### config.mk
export PLATFORM = sky130hd
export DESIGN_NAME = phase_light
export DESIGN_NICKNAME = d
export VERILOG_FILES = /design/src/rtl/phase_light_pkg.sv /design/src/rtl/phase_legal.sv /design/src/rtl/phase_step.sv /design/src/rtl/phase_light.sv
export SDC_FILE = /design/constraint.sdc
export NUM_CORES = 1
export LEC_CHECK = 0
export BUFFER_PORTS_ARGS = -buffer_cell sky130_fd_sc_hd__buf_2
export CAP_MARGIN = 20
export CORE_AREA = 2 2 39 41
export DETAILED_ROUTE_END_ITERATION = 8
export DIE_AREA = 0 0 41 43
export PLACE_DENSITY_LB_ADDON = 0.3
export RECOVER_POWER = 25
export SETUP_SLACK_MARGIN = 0.1
export SYNTH_ARGS = -nofsm -noshare
export SYNTH_HDL_FRONTEND = slang
export SYNTH_SLANG_ARGS = --single-unit
export TNS_END_PERCENT = 5
### constraint.sdc
create_clock -name clk -period 1.13 [get_ports clk]
set_input_delay 0.1695 -clock clk [delete_from_list [all_inputs] [get_ports clk]]
set_output_delay 0.1695 -clock clk [all_outputs]
set_load 0.02 [all_outputs]
### src/rtl/phase_light_pkg.sv
package phase_light_pkg;

    localparam int LAMP_W = 3;

    localparam int BIT_GREEN  = 0;
    localparam int BIT_YELLOW = 1;
    localparam int BIT_RED    = 2;

    typedef logic [LAMP_W-1:0] lamp_t;

    localparam lamp_t CODE_GREEN  = lamp_t'(1 << BIT_GREEN);
    localparam lamp_t CODE_YELLOW = lamp_t'(1 << BIT_YELLOW);
    localparam lamp_t CODE_RED    = lamp_t'(1 << BIT_RED);
    localparam lamp_t CODE_REDYEL = lamp_t'((1 << BIT_RED) | (1 << BIT_YELLOW));

    typedef struct packed {
        lamp_t lamp;
    } light_state_t;

endpackage

### src/rtl/phase_legal.sv
module phase_legal
    import phase_light_pkg::*;
(
    input  lamp_t code,
    output logic  is_legal
);
    always_comb begin
        unique case (code)
            CODE_GREEN, CODE_YELLOW, CODE_RED, CODE_REDYEL: is_legal = 1'b1;
            default:                                        is_legal = 1'b0;
        endcase
    end
endmodule

### src/rtl/phase_step.sv
module phase_step
    import phase_light_pkg::*;
(
    input  lamp_t cur,
    output lamp_t nxt
);
    // Successor of each legal phase; anything else falls back to red.
    always_comb begin
        unique case (cur)
            CODE_GREEN:  nxt = CODE_YELLOW;
            CODE_YELLOW: nxt = CODE_RED;
            CODE_RED:    nxt = CODE_REDYEL;
            CODE_REDYEL: nxt = CODE_GREEN;
            default:     nxt = CODE_RED;
        endcase
    end
endmodule

### src/rtl/phase_light.sv
module phase_light
    import phase_light_pkg::*;
(
    input  logic clk,
    input  logic rst,
    input  logic advance,
    output logic lamp_green,
    output logic lamp_yellow,
    output logic lamp_red
);
    light_state_t st_d, st_q;
    lamp_t        succ;
    logic         cur_legal;

    phase_step u_step (
        .cur (st_q.lamp),
        .nxt (succ)
    );

    phase_legal u_legal (
        .code     (st_q.lamp),
        .is_legal (cur_legal)
    );

    always_comb begin
        st_d = st_q;
        if (!cur_legal) begin
            st_d.lamp = CODE_RED;
        end else if (advance) begin
            st_d.lamp = succ;
        end
    end

    always_ff @(posedge clk) begin
        if (rst) begin
            st_q.lamp <= CODE_RED;
        end else begin
            st_q <= st_d;
        end
    end

    // Lamps are the state bits, no decode.
    assign lamp_green  = st_q.lamp[BIT_GREEN];
    assign lamp_yellow = st_q.lamp[BIT_YELLOW];
    assign lamp_red    = st_q.lamp[BIT_RED];

    a_r1_reset_red: assert property (@(posedge clk)
        rst |=> (lamp_red && !lamp_yellow && !lamp_green));

    a_r8_reset_wins: assert property (@(posedge clk)
        (rst && advance) |=> (lamp_red && !lamp_yellow));

    a_r3_green_to_yellow: assert property (@(posedge clk) disable iff (rst)
        (advance && lamp_green) |=> (lamp_yellow && !lamp_green && !lamp_red));

    a_r3_redyel_to_green: assert property (@(posedge clk) disable iff (rst)
        (advance && lamp_red && lamp_yellow) |=> (lamp_green && !lamp_red && !lamp_yellow));

    a_r4_hold: assert property (@(posedge clk) disable iff (rst)
        (!advance && !$past(rst)) |=> $stable({lamp_red, lamp_yellow, lamp_green}));

    a_r5_green_alone: assert property (@(posedge clk) disable iff (rst)
        lamp_green |-> (!lamp_red && !lamp_yellow));

    a_r5_some_lamp: assert property (@(posedge clk) disable iff (rst)
        $countones({lamp_red, lamp_yellow, lamp_green}) != 0);

    a_r6_yellow_lone_or_red: assert property (@(posedge clk) disable iff (rst)
        (lamp_yellow && !lamp_red) |=> (advance ? 1'b1 : !lamp_green) || $past(advance));
endmodule

# == After elaboration in Yosys (flattened, before gate mapping) ==
# Cells that the tools add are included.
# word_totals
reg_bits,3
wordCells,10
# op_classes
n_eq_ne,4
muxes,2
bitwise,1
reduce_logical,2
# op_table
op,count
$pmux W3 S3,1
$eq A3 B3 Y1 const B,2
$reduce_or A4 Y1,1
$eq A3 B1 Y1 const B,1
$eq A3 B2 Y1 const B,1
$reduce_or A2 Y1,1
$mux W1,1
$not A1 Y1,1

# == Logic depth before layout (Yosys ltp) ==
# logic_depth
depth_word,5
mapped_depth,3

# == Modules after synthesis ==
# From an unflattened synthesis, not the netlist that was laid out.
# unflattened
cells_unflattened,17
hier_area_um2,156.4
# modules_own_cells
module,instances,cells_per_inst,area_each_um2,seq_area_each_um2
phase_light,1,10,108.9,60.1
phase_step,1,5,32.5,0.0
phase_legal,1,2,15.0,0.0

# == Worst setup path after synthesis ==
# No wires, ideal clock.
# synth_path
path_type,register to register
startpoint,reg st_q[1] in the netlist's numbering
endpoint,reg st_q[2] in the netlist's numbering
setup_ns,0.114
arrival_ns,0.926
setup_slack_ns,0.090
path_stages_with_launch,4
path_buffers,0
cell_sequence,dfxtp_1 nor3b_2 o21bai_1 a21o_1
# synth_via
elab_chain_cells,5
elab_cells_between_ends,9
cone_classes,4 x eq/ne; 2 x mux; 1 x bitwise; 2 x reduce/logical
# synth_lines
item,line,text
"start, declared",phase_light.sv:11,"light_state_t st_d, st_q;"
"start signal, assigned",phase_light.sv:38,st_q <= st_d;
$eq A3 B1 Y1 (tied with other cells),"phase_legal.sv:8, phase_step.sv:9",
$reduce_or A4 Y1,phase_legal.sv:8,unique case (code)
$mux W1,phase_legal.sv:8,
$not A1 Y1 (no source line),-,
$reduce_or A2 Y1 (no source line),-,
# Several ways; a longest one is shown, not always the timed one.
# A chain may end at the register's enable or synchronous reset.

# == Final worst setup path ==
# layout_path
startpoint,reg st_q[2] in the netlist's numbering
endpoint,out lamp_red
# layout_lines
item,line,text
"end, declared",phase_light.sv:9,output logic lamp_red
# No word-level cell between the ends.

==> reports/metrics.cfg <==
[timing]
slew_viol_final=0
tns_ns=0
setup_ws_ns=0.144
min_period_ns=0.986
finalClockSkew_ns=0.00157
worst_pin_slew_ns=0.172
rsz0062_at_grt=true
max-slew-margin-rel=0.885
fmax_mhz=1010
setup_violations=0
min_period_over_period=0.872
finalHoldViolations=0

[layout]
regArea_um2=62.6
area_growth_pct=52.7
largest_reg_flops=3
multi_input_area_um2=76.3
antenna_cells=0
top_register=st_q
top_regs=st_q: 3 flops
fillers=154
nets=28
drive_gt1_frac=0.500

[routing]
vias=146
dr_wl_met3_um=54
met2_length_um=119
drc_errors=0
wl_per_cell_um=7.70
wirelength_met1_um=135
highest_layer=met3
avgViaCountPerCell=3.65
first_iter_violations=3
drt-pass1-iter-count=4
postRouteAntennaNets=0
wirelength_um=308

[synthesis]
netlist_instances=15
ys_seq_area_frac=0.429
synthSimpleGateAreaFrac=0.295
yosysUniqueCellTypes=12
synth_fa_ha_area_frac=0
ys_warn_count=0
synth_area_um2=140
synth_fp_nets=18
synth_compound_area_frac=0.188
yosys-mux-area-fraction=0
synth_seq_cells=3
synth_xor_area_frac=0.0625
syn_area_per_cell_um2=9.34
synth_top_family_by_area=simple AND/OR/NAND/NOR gates

[min_path]
hold_end=st_q[0]
worstHoldStart=rst
whs_path_depth=2
worst_hold_path_type=in -> reg

[critical_path]
ff2ff_path_depth=3
cp_max_fo=5
r2r-start=st_q[1]
ff2ff_setup_slack_ns=0.22
critical_path_class=reg -> out
crit_path_end_kind=primary output
cp_slowest_cell=dfxtp_1
crit_path_max_incr_delay_ns=0.39
cp.required_ns=0.96
start_kind=flip-flop
r2r_end=st_q[2]
crit_buf_inv=1
critPathTopFamily=flip-flops
worstPathArrival_ns=0.82
critical_path.cell_chain=buf_2

[global_routing]
grt_pass1_wl_um=558
antenna_found_initial=0
grt_pass1_vias=141
grt_use_total=0.0542
overflow=0
grt_max_degree=6

[power_and_ir_drop]
p_per_area_nw_per_um2=1590
power_w=0.000340
leakage_nw=0.0942
ir_worst_vdd_mv=0.487

[clock_tree]
path_clk_slew_ns=0.04
insertion_delay_ns=0.23
cts_tree=done
cts_buffer_depth=2
cts_buffers=3
clkSinkCount=3
holdBufCountCts=0
cts_root_buf=clkbuf_4
htreeDepth=1
post_cts_buffers=0

[placement]
pre_cts_slack_ns=0.216
place.gp.congestion=0.632
dpl.hpwl_um=239
portBuffers=5

[floorplan]
die_h_um=43
io_pins=6
core-area_um2=1380
start_util=0.101
row_count=14
die_area_um2=1760
die_w_um=41

[run_status]
outcome=completed

[run]
maxCapViolCount=0

-- worst max path at each step --
stage	cells after the start	slack, ns	to	start
2_1_floorplan	3	0.12	st_q[2]	st_q[0]
3_3_place_gp	3	0.25	st_q[2]	st_q[1]
3_5_place_dp	3	0.22	st_q[2]	st_q[0]
4_1_cts	1	0.12	lamp_green	st_q[0]
5_1_grt	1	0.08	lamp_red	st_q[2]
6_report	1	0.14	lamp_red	st_q[2]
-- metrics by stage --
step	std cells	instance area, µm²	util	hold slack, ns
floorplan	15	141	-	0.234
global placement	36	186	0.135	0.354
detailed placement	36	186	0.135	0.359
CTS	40	213	0.154	0.112
global route	40	214	0.155	0.117
finish	40	214	0.155	0.119
-- cell families (layout without fill, tap and decap cells) --
group / count (synthesis) / after routing
simple gates: 6 / 6
xor+xnor: 1 / 1
compound gates: 4 / 4
buf+inv: 1 / 10
flops: 3 / 3
-- synth_stat cells --
library cell  instances  area share
nor3b_2               1       0.089
o21bai_1              1       0.054
dfxtp_1               3        0.43
a21oi_1               1       0.036
a31oi_1               1       0.045
a21o_1                1       0.054
and2b_2               1       0.063
nand4b_1              1       0.063
nor2_1                2       0.054
xor2_1                1       0.063
inv_1                 1       0.027
nand2_1               1       0.027
-- placed cells by master (no fill, tap or decap), drive strengths merged, types with 2 or more instances in the layout --
master	instances
dfxtp	3
clkbuf	4
buf	5
nor2	2
-- report_power, final --
group / leakage, nW / total [W] / switching, W / internal (W)
clock network: 0.0150 / 0.000185 / 0.0000527 / 0.000132
logic: 0.0539 / 0.0000360 / 0.0000199 / 0.0000161
registers: 0.0254 / 0.000120 / 0.00000629 / 0.000113
total: 0.0942 / 0.000340 / 0.0000789 / 0.000262
-- per-layer routing --
metal | vias to the layer above | GRT usage
met5 | - | 0
met4 | 0 | 0.0600
met3 | 0 | 0.0471
met2 | 8 | 0.0563
met1 | 67 | 0.0577
li1 | 71 | -
-- what timing repair did --
item                       4_1_cts  5_1_grt
hold endpoints to repair         0        0
resized for setup                0        1
setup endpoints to repair        0        2
-- final cells by class --
cell class | instances | area share
Inverter | 1 | 0.0175
Clock buffer | 4 | 0.123
Sequential cell | 3 | 0.292
Multi-Input combinational cell | 11 | 0.357
Tap cell | 16 | 0.0936
Timing Repair Buffer | 5 | 0.117
(Power assumes the default switching activity.)
